--- src/rtl/serial_latch_driver.sv ---
module serial_latch_driver #(
  parameter int CHANNELS = 32
) (
  input  logic                clk,
  input  logic                rst,
  input  logic                shift_clk,
  input  logic                din,
  input  logic                latch_en,
  input  logic                blank,
  output logic [CHANNELS-1:0] q,
  output logic                sout
);

  localparam int LAST = CHANNELS - 1;

  logic [LAST:0] sr;
  logic [LAST:0] hold;
  logic          sclk_d;
  logic          shift_rise;
  logic [LAST:0] sr_next;

  assign shift_rise = shift_clk & ~sclk_d;
  assign sr_next    = shift_rise ? {sr[LAST-1:0], din} : sr;

  always_ff @(posedge clk) begin
    sclk_d <= shift_clk;
    if (rst) begin
      sr   <= '0;
      hold <= '0;
    end else begin
      sr <= sr_next;
      if (latch_en) hold <= sr_next;
    end
  end

  assign q    = blank ? '0 : hold;
  assign sout = sr[LAST];


  reset_clear_chk: assert property (@(posedge clk) $past(rst) |-> (sr == '0 && hold == '0));


  shift_in_chk: assert property (@(posedge clk) disable iff (rst)
    shift_rise |=> (sr[0] == $past(din)));


  no_shift_stable_chk: assert property (@(posedge clk) disable iff (rst)
    !shift_rise |=> $stable(sr));


  cascade_out_chk: assert property (@(posedge clk) disable iff (rst)
    shift_rise |=> (sout == $past(sr[LAST-1])));


  transparent_chk: assert property (@(posedge clk) disable iff (rst)
    latch_en |=> (hold == sr));


  hold_chk: assert property (@(posedge clk) disable iff (rst)
    !latch_en |=> $stable(hold));

endmodule

--- config.mk ---
export PLATFORM = sky130hd
export DESIGN_NAME = serial_latch_driver
export DESIGN_NICKNAME = d
export VERILOG_FILES = /design/src/rtl/serial_latch_driver.sv
export SDC_FILE = /design/constraint.sdc
export NUM_CORES = 1
export LEC_CHECK = 0
export BUFFER_PORTS_ARGS = -buffer_cell sky130_fd_sc_hd__clkbuf_2
export CORE_UTILIZATION = 55
export DETAILED_ROUTE_END_ITERATION = 10
export GPL_ROUTABILITY_DRIVEN = 0
export HOLD_SLACK_MARGIN = 0.1
export PLACE_DENSITY = 0.82
export SLEW_MARGIN = 10
export SYNTH_ARGS = -nofsm -noshare
export SYNTH_HDL_FRONTEND = slang
export SYNTH_SLANG_ARGS = --single-unit
--- constraint.sdc ---
create_clock -name clk -period 1.25 [get_ports clk]
set_input_delay 0.125 -clock clk [delete_from_list [all_inputs] [get_ports clk]]
set_output_delay 0.125 -clock clk [all_outputs]
set_load 0.01 [all_outputs]
==> flow_metrics.tcl, run 1 <==
set metrics [dict create \
    status "completed" \
    worstPathRequired_ns 1.46 \
    vdd_drop_max_mv 1.01 \
    cts.htree.levels 3 \
    cts_buffer_depth 2 \
    nNetsFinal 290 \
    rsz0062_at_grt "yes" \
    syn_inst 247 \
    slew_violations 0 \
    ys_seq_elements 65 \
    cts_tree "built" \
    vias_per_cell 5.13 \
    wire_per_inst_um 12.8 \
    register_area_um2 1300 \
    cts_sinks 65 \
    tightest_slew_ns 0.379 \
    clk_pin_slew_ns 0.07 \
    synth.top_cells.by_area "dfxtp_1 53%, mux2i_1 13%, a211oi_1 9.8%" \
    drc_errors 0 \
    crit_path_top_delay_cell "dfxtp_1" \
    detail_route.first_pass.iterations 4 \
    crit_start "sclk_d" \
    synth_edf_count 0 \
    rows 23 \
    final_area_um2 2930 \
    drv_cap 0 \
    tns_ns 0 \
    synth_cell_types 11 \
    min_path_type "primary input to register" \
    n_antenna_cell 0 \
    criticalPathCategory "register to register" \
    drtAntennaViolNets 0 \
    die-area_um2 4730 \
    slew-limit-headroom 0.747 \
    crit_fanout 20 \
    power_density_nw_per_um2 1490 \
    drt_wl_total_mm 4.36 \
    fp.dieH_um 68.8 \
    synth-seq-area-share 0.530 \
    slowest_delay_ns 0.33 \
    clk_latency_ns 0.34 \
    synthTopCellsByCount "65 x dfxtp_1, 64 x nor2_1, 32 x a211oi_1, 32 x mux2i_1, 32 x nor2b_1" \
    ios 39 \
    overflow 0 \
    hold_ws_ns 0.164 \
    synth_warnings 0 \
    min_period_over_period 0.971 \
    initial_utilization 0.592 \
    grt_max_degree 65 \
    drive_gt1_frac 0.228 \
    worstPathArrival_ns 1.43 \
    p_leak_nw 1.20 \
    setup_violations 0 \
    drtIter0Drc 75 \
    fmax_ghz 0.824 \
    antenna_found_initial 0 \
    r2r_start "sclk_d" \
    yosysMostFrequentCell "dfxtp_1" \
    place_area_um2 2680 \
    synth_area_per_cell_um2 9.93 \
    netlist_area_um2 2450 \
    syn_to_final_growth_pct 19.3 \
    cts_made_buffers 9 \
    grt_usage 0.212 \
    clock_skew_ns 0.00932 \
    core_um2 4140 \
    dp_hpwl_mm 2.70 \
    post_cts_buffers 0 \
    ys.flop_type "dfxtp_1" \
    multi_input_area_um2 1030 \
    root_buffer "clkbuf_8" \
    syn_nets 253 \
    portBuffers 38 \
    yosysTopAreaCell "dfxtp_1" \
    die_w_um 68.8 \
    critPathLaunchType "register" \
    holdCritStartpoint "rst" \
    min_period_ns 1.21 \
    grt_pass1_wl_mm 6.98 \
    fillers 328 \
    first_global_vias 1553 \
    path_cells "nor2b_4 -> buf_12 -> mux2i_2 -> a211oi_1" \
    ys_async_sr_fraction 0 \
    finalHoldViolCount 0 \
    end_kind "register" \
    yosysTopAreaCellShare 0.530 \
    num_vias 1738 \
]
## kinds of logic (layout without fill, tap and decap cells)
group	count (synthesis)	in the layout	synth area share
AO/OA/AOI/OAI	32	32	0.0979
flip-flops	65	65	0.530
AND/OR/NAND/NOR	97	97	0.185
buffers and inverters	21	63	0.0561
multiplexers	32	32	0.131
## path summary, 6_finish.rpt
path         depth (start not counted)  slack [ns]  endpoint
max                                  4        0.04  hold[29]
min                                  2        0.16    sr[13]
max reg2reg                          4        0.04  hold[29]
min reg2reg                          2        0.48   hold[1]
## state kept, by name (all words and copies together), names as in the netlist
name and flops:
hold 32, sr 32, sclk_d 1
## area by class of cell
type,instances,share of cell area
multi-input cells,161,0.352
repair buffers,47,0.111
clock buffers,9,0.0423
well taps,50,0.0214
clock inverters,7,0.0291
flip-flops and latches,65,0.444
## worst max-delay path: cells and delay by family (launching register included)
| kind | cells | cell delay [ns] |
|---|---|---|
| flip-flops | 1 | 0.33 |
| multiplexers | 1 | 0.29 |
| buffers and inverters | 1 | 0.21 |
| AND/OR/NAND/NOR | 1 | 0.16 |
| AO/OA/AOI/OAI | 1 | 0.11 |
## metal layers
metal  up-vias  wire, um  GRT usage
met5         -         0          0
met4         0        82      0.117
met3         7       147     0.0757
met2        28      2080      0.342
met1       792      2050      0.243
li1        911         -          -
## per-stage QoR
| step | setup WS, ns | util | cells | power (mW) |
|---|---|---|---|---|
| after floorplan | 0.145 | - | 247 | 2.43 |
| after global placement | 0.0944 | 0.648 | 321 | 2.50 |
| after detailed placement | 0.0417 | 0.648 | 321 | 2.51 |
| after CTS | 0.0292 | 0.703 | 339 | 4.37 |
| after global routing | -0.0183 | 0.707 | 339 | 4.51 |
| final | 0.0358 | 0.707 | 339 | 4.35 |
## cells in the final DEF, fill, tap and decap left out
cell type,instances
mux2i_1,28
mux2i_2,4
nor2b_4,1
clkbuf_2,38
a211oi_1,32
nor2b_1,32
dlygate4sd3_1,2
dfxtp_1,65
nor2_1,64
clkinv_2,5
bufinv_16,2
buf_4,2
buf_12,5
clkbuf_8,9
## repair_timing
item	CTS	global route
hold buffers	2	0
hold endpoints to repair	2	0
setup endpoints to repair	0	7
gates resized for setup	0	4
## power by group
part	switching (mW)	total [mW]	internal [mW]
Sequential	0.0245	2.15	2.13
Clock	0.775	1.88	1.10
Combinational	0.176	0.320	0.144
Note: power is estimated with default switching activity, not from simulation.
==> run 2, diff against run 1 <==
--- a/config.mk
+++ b/config.mk
@@ -6,12 +6,12 @@
 export NUM_CORES = 1
 export LEC_CHECK = 0
 export BUFFER_PORTS_ARGS = -buffer_cell sky130_fd_sc_hd__clkbuf_2
-export CORE_UTILIZATION = 55
+export CORE_UTILIZATION = 36
 export DETAILED_ROUTE_END_ITERATION = 10
 export GPL_ROUTABILITY_DRIVEN = 0
 export HOLD_SLACK_MARGIN = 0.1
-export PLACE_DENSITY = 0.82
-export SLEW_MARGIN = 10
+export PLACE_DENSITY = 0.59
+export SLEW_MARGIN = 20
 export SYNTH_ARGS = -nofsm -noshare
 export SYNTH_HDL_FRONTEND = slang
 export SYNTH_SLANG_ARGS = --single-unit
==> run 2 against run 1 <==
  * The run now ends with DRC left
  * Clock power decreased by 26%
  * Total power down 11%
  * Sequential power about the same
  * Final cell count increased by 7.7%
  * Maximum frequency grew 3.1%
  * Core utilization down 26 points
  * Non-clock buffer count rose by 1
  * Setup slack better by 0.036 ns
  * Global-route usage shrank 7.7 points
  * Flip-flop and latch count unchanged
  * Cell area fell by 1.8%
  * Highest routed layer unchanged
==> flow_metrics.tcl, run 2 (synthesized netlist as in run 1, its figures left out) <==
set metrics [dict create \
    hold_ws_ns 0.194 \
    nNetsFinal 291 \
    wire_per_inst_um 11.8 \
    drc_errors 2 \
    clk_latency_ns 0.33 \
    layout_common_cells "65 x dfxtp_1, 64 x nor2_1, 38 x clkbuf_2" \
    cts_buffer_depth 2 \
    rsz0062_at_grt "yes" \
    setup_violations 0 \
    min_period_over_period 0.942 \
    num_vias 1728 \
    criticalPathCategory "register to register" \
    vias_per_cell 4.73 \
    antenna_found_initial 0 \
    grt_max_degree 65 \
    power_density_nw_per_um2 1340 \
    slew-limit-headroom 0.785 \
    tns_ns 0 \
    slew_violations 0 \
    worstPathArrival_ns 1.39 \
    end_kind "register" \
    clock_skew_ns 0.00454 \
    tightest_slew_ns 0.322 \
    initial_utilization 0.380 \
    dp_hpwl_mm 2.76 \
    drtIter0Drc 50 \
    cts_made_buffers 9 \
    finalWorstSetupSlack_ns 0.0722 \
    root_buffer "clkbuf_8" \
    status "finished with violations" \
    fp.dieH_um 84.6 \
    finalHoldViolCount 0 \
    cts_tree "built" \
    dp_slack_ns 0.0742 \
    overflow 0 \
    violations "DRC" \
    portBuffers 38 \
    crit_fanout 9 \
    drive_gt1_frac 0.219 \
    min_period_ns 1.18 \
    drtAntennaViolNets 0 \
    first_global_vias 1659 \
    clk_pin_slew_ns 0.06 \
    min_path_type "primary input to register" \
    grt_usage 0.135 \
    core_um2 6460 \
    detail_route.first_pass.iterations 7 \
    r2r_slack_ns 0.07 \
    cts_sinks 65 \
    fmax_ghz 0.849 \
    drt_wl_total_mm 4.30 \
    p_leak_nw 1.17 \
    rows 29 \
    die_w_um 84.6 \
    n_antenna_cell 0 \
    die-area_um2 7150 \
    critPathLaunchType "register" \
    reg_top3 "hold (32), sr (32), sclk_d (1)" \
    syn_to_final_growth_pct 17.2 \
    ios 39 \
    grt_pass1_wl_mm 7.49 \
    drv_cap 0 \
    cts.htree.levels 3 \
    vdd_drop_max_mv 0.521 \
    worstPathRequired_ns 1.46 \
    final_common_cell "dfxtp_1" \
]
[run 2: cell count changes in the layout (fill, tap and decap cells not counted)]
cell / before / now
buf_12: 5 / 3
buf_4: 2 / 5
bufinv_16: 2 / 0
mux2i_1: 28 / 30
mux2i_2: 4 / 2
[run 2: repair_timing]
item / in CTS / in global routing
hold buffers: 2 / 0
setup buffers: 0 / 0
endpoints found under the hold margin: 2 / 0
endpoints found under the setup margin: 0 / 5
gates resized for setup: 0 / 2
[run 2: power by group]
part           switching, mW  leakage, nW  total (mW)  internal [mW]
combinational          0.170        0.559       0.307          0.137
sequential            0.0247        0.530        2.15           2.13
clock                  0.721       0.0843        1.40          0.677
[run 2: layer usage]
metal,GRT usage,routed length (um)
met1,0.160,2060
met2,0.213,1990
met3,0.0531,166
met4,0.0647,87
met5,0,0
[run 2: through the flow]
step                area, um^2   util  instances  total power, mW
CTS                       2870  0.444        365             3.93
finish                    2880  0.445        365             3.86
global placement          2700  0.418        349             2.50
global route              2880  0.445        365             4.05
detailed placement        2700  0.418        349             2.50
floorplan                 2450      -        247             2.43
[run 2: final timing paths]
check	startpoint	endpoint	cells after the start
min reg2reg	hold[4]	hold[4]	2
min	latch_en	hold[13]	2
max reg2reg	sclk_d	hold[3]	4
max	sclk_d	hold[3]	4
[run 2: final cells by class]
cell class	count	area (um^2)
Clock buffer	9	124
Clock inverter	5	25.0
Fill cell	659	3580
Multi-Input combinational cell	161	1020
Sequential cell	65	1300
Tap cell	77	96.3
Timing Repair Buffer	48	308
[run 2: critical path, cell delays in order, from the launching register on]
cell	delay (ns)
dfxtp_1	0.32
nor2b_4	0.14
buf_4	0.22
mux2i_1	0.28
a211oi_1	0.10
==> run 3, diff against run 2 <==
--- a/config.mk
+++ b/config.mk
@@ -9,8 +9,10 @@
 export CORE_UTILIZATION = 36
 export DETAILED_ROUTE_END_ITERATION = 10
 export GPL_ROUTABILITY_DRIVEN = 0
+export GPL_TIMING_DRIVEN = 0
 export HOLD_SLACK_MARGIN = 0.1
-export PLACE_DENSITY = 0.59
+export PLACE_DENSITY = 0.55
+export RECOVER_POWER = 50
 export SLEW_MARGIN = 20
 export SYNTH_ARGS = -nofsm -noshare
 export SYNTH_HDL_FRONTEND = slang
==> run 3 against run 2 <==
  * The flow finishes with violations (DRC, setup timing)
  * Clock skew increased by 0.0022 ns
  * Critical path depth increased by 1
  * Flip-flop and latch count unchanged
  * Non-clock buffer count increased by 16
  * Combinational power increased by 41%
  * Global-route usage increased by 1.3 points
  * Critical path type unchanged
  * Largest power group unchanged
  * Highest routed layer unchanged
==> flow_metrics.tcl, run 3 (synthesized netlist as in run 1, its figures left out) <==
set metrics [dict create \
    cts_made_buffers 9 \
    drt-met1-wl_mm 2.49 \
    cts_buffer_depth 2 \
    antenna_found_initial 0 \
    met2_length_mm 2.57 \
    rows 29 \
    violations "DRC, setup timing" \
    overflow 0 \
    grt_pass1_wl_mm 8.09 \
    fmax_ghz 0.790 \
    n_antenna_cell 0 \
    end_kind "register" \
    place_area_um2 2730 \
    portBuffers 36 \
    final_common_cell "dfxtp_1" \
    critPathLaunchType "register" \
    first_global_vias 1733 \
    fp.dieH_um 84.6 \
    slew-limit-headroom 0.561 \
    clk_pin_slew_ns 0.07 \
    min_period_over_period 1.01 \
    drv_cap 0 \
    p_clk_frac 0.407 \
    grt_max_degree 11 \
    num_vias 1878 \
    p_int_mw 3.34 \
    wl_met3_um 177 \
    min_period_ns 1.27 \
    die_w_um 84.6 \
    routed.top_layer "met4" \
    power_frac_comb 0.100 \
    vdd_drop_max_mv 0.611 \
    final_util 0.536 \
    cp_num_buf_inv 2 \
    grt_usage 0.147 \
    status "finished with violations" \
    finalHoldViolCount 0 \
    drc_errors 3 \
    cts.htree.levels 3 \
    path_cells "nor2b_4 -> buf_12 -> clkbuf_16 -> mux2i_4 -> a211oi_1" \
    core_um2 6460 \
    slowest_delay_ns 0.33 \
    drtAntennaViolNets 0 \
    slew_violations 0 \
    cts_tree "built" \
    vias_per_cell 4.92 \
    switching_share 0.235 \
    rsz0062_at_grt "yes" \
    drt_wl_total_mm 5.33 \
    cp_top_family "buffers and inverters" \
    clk_latency_ns 0.34 \
    drtIter0Drc 53 \
    nNetsFinal 307 \
    reg_top3 "hold (32), sr (32), sclk_d (1)" \
    die-area_um2 7150 \
    root_buffer "clkbuf_8" \
    drive_gt1_frac 0.285 \
    wire_per_inst_um 14.0 \
    p_total_mw 4.36 \
    p_leak_nw 1.18 \
    setup_violations 11 \
    min_path_type "primary input to register" \
    p_switching_mw 1.03 \
    final_cell_count_no_fill 382 \
    criticalPathCategory "register to register" \
    detail_route.first_pass.iterations 7 \
    tightest_slew_ns 0.658 \
    crit_path_top_delay_cell "dfxtp_2" \
    dp_hpwl_mm 3.37 \
    fillers 586 \
    cts_sinks 65 \
    worstPathArrival_ns 1.45 \
    clock_skew_ns 0.00677 \
    power_density_nw_per_um2 1260 \
    final_area_um2 3460 \
    initial_utilization 0.380 \
    power_frac_seq 0.493 \
    crit_fanout 8 \
    syn_to_final_growth_pct 41.2 \
    ios 39 \
    dp.cells 360 \
    tns_ns -0.0903 \
    finalWorstSetupSlack_ns -0.0151 \
    layout_common_cells "64 x dfxtp_1, 63 x nor2_1, 37 x clkbuf_1" \
    worstPathRequired_ns 1.44 \
]
## run 3: cell types whose count changed in the layout (fill, tap and decap cells not counted), sizes merged
cell,before,now
buf,8,9
clkbuf,47,65
bufinv,0,1
clkinv,5,2
## run 3: power by group through the flow
stage / clock, mW / combinational (mW) / sequential, mW
3_5_place_dp: 0 / 0.322 / 2.20
5_1_grt: 1.91 / 0.471 / 2.16
2_1_floorplan: 0 / 0.237 / 2.19
3_3_place_gp: 0 / 0.321 / 2.20
6_report: 1.78 / 0.434 / 2.15
4_1_cts: 1.80 / 0.329 / 2.15
## run 3: worst register-to-register path, stage by stage (launching register included)
cell and delay, ns:
dfxtp_2 0.33, nor2b_4 0.13, buf_12 0.16, clkbuf_16 0.18, mux2i_4 0.23, a211oi_1 0.10
## run 3: final timing paths
kind	cells after the start	to	slack [ns]	startpoint
worst max-delay path	5	hold[29]	-0.02	sclk_d
worst max register to register	5	hold[29]	-0.02	sclk_d
worst min register to register	2	hold[12]	0.49	hold[12]
worst min-delay path	3	hold[1]	0.21	latch_en
## run 3: cell type report
cell class | instances | area (um^2) | area share
multi-input combinational | 161 | 1460 | 0.422
sequential | 65 | 1300 | 0.376
timing repair buffer | 43 | 263 | 0.0759
clock buffer | 12 | 155 | 0.0448
buffer | 21 | 146 | 0.0423
tap | 77 | 96.3 | 0.0278
clock inverter | 3 | 40.0 | 0.0116
## run 3: stage by stage
| stage | worst slack, ns | hold slack [ns] |
|---|---|---|
| 3_5_place_dp | -0.00459 | 0.248 |
| 5_1_grt | -0.0747 | 0.210 |
| 3_3_place_gp | -0.00824 | 0.243 |
| 4_1_cts | 0.0000773 | 0.166 |
| 2_1_floorplan | 0.145 | 0.153 |
| 6_report | -0.0151 | 0.205 |
## run 3: metal layers
layer	track usage	up-vias
met3	0.0334	6
met5	0	-
met4	0.0971	0
met1	0.184	894
met2	0.228	28
li1	-	950
## run 3: repair_timing
item	CTS	global route
gates resized for setup	3	75
hold buffers	2	0
buffers inserted	0	2
endpoints found under the hold margin	2	0
pin swaps	0	15
setup endpoints to repair	3	41
gates cloned	0	3
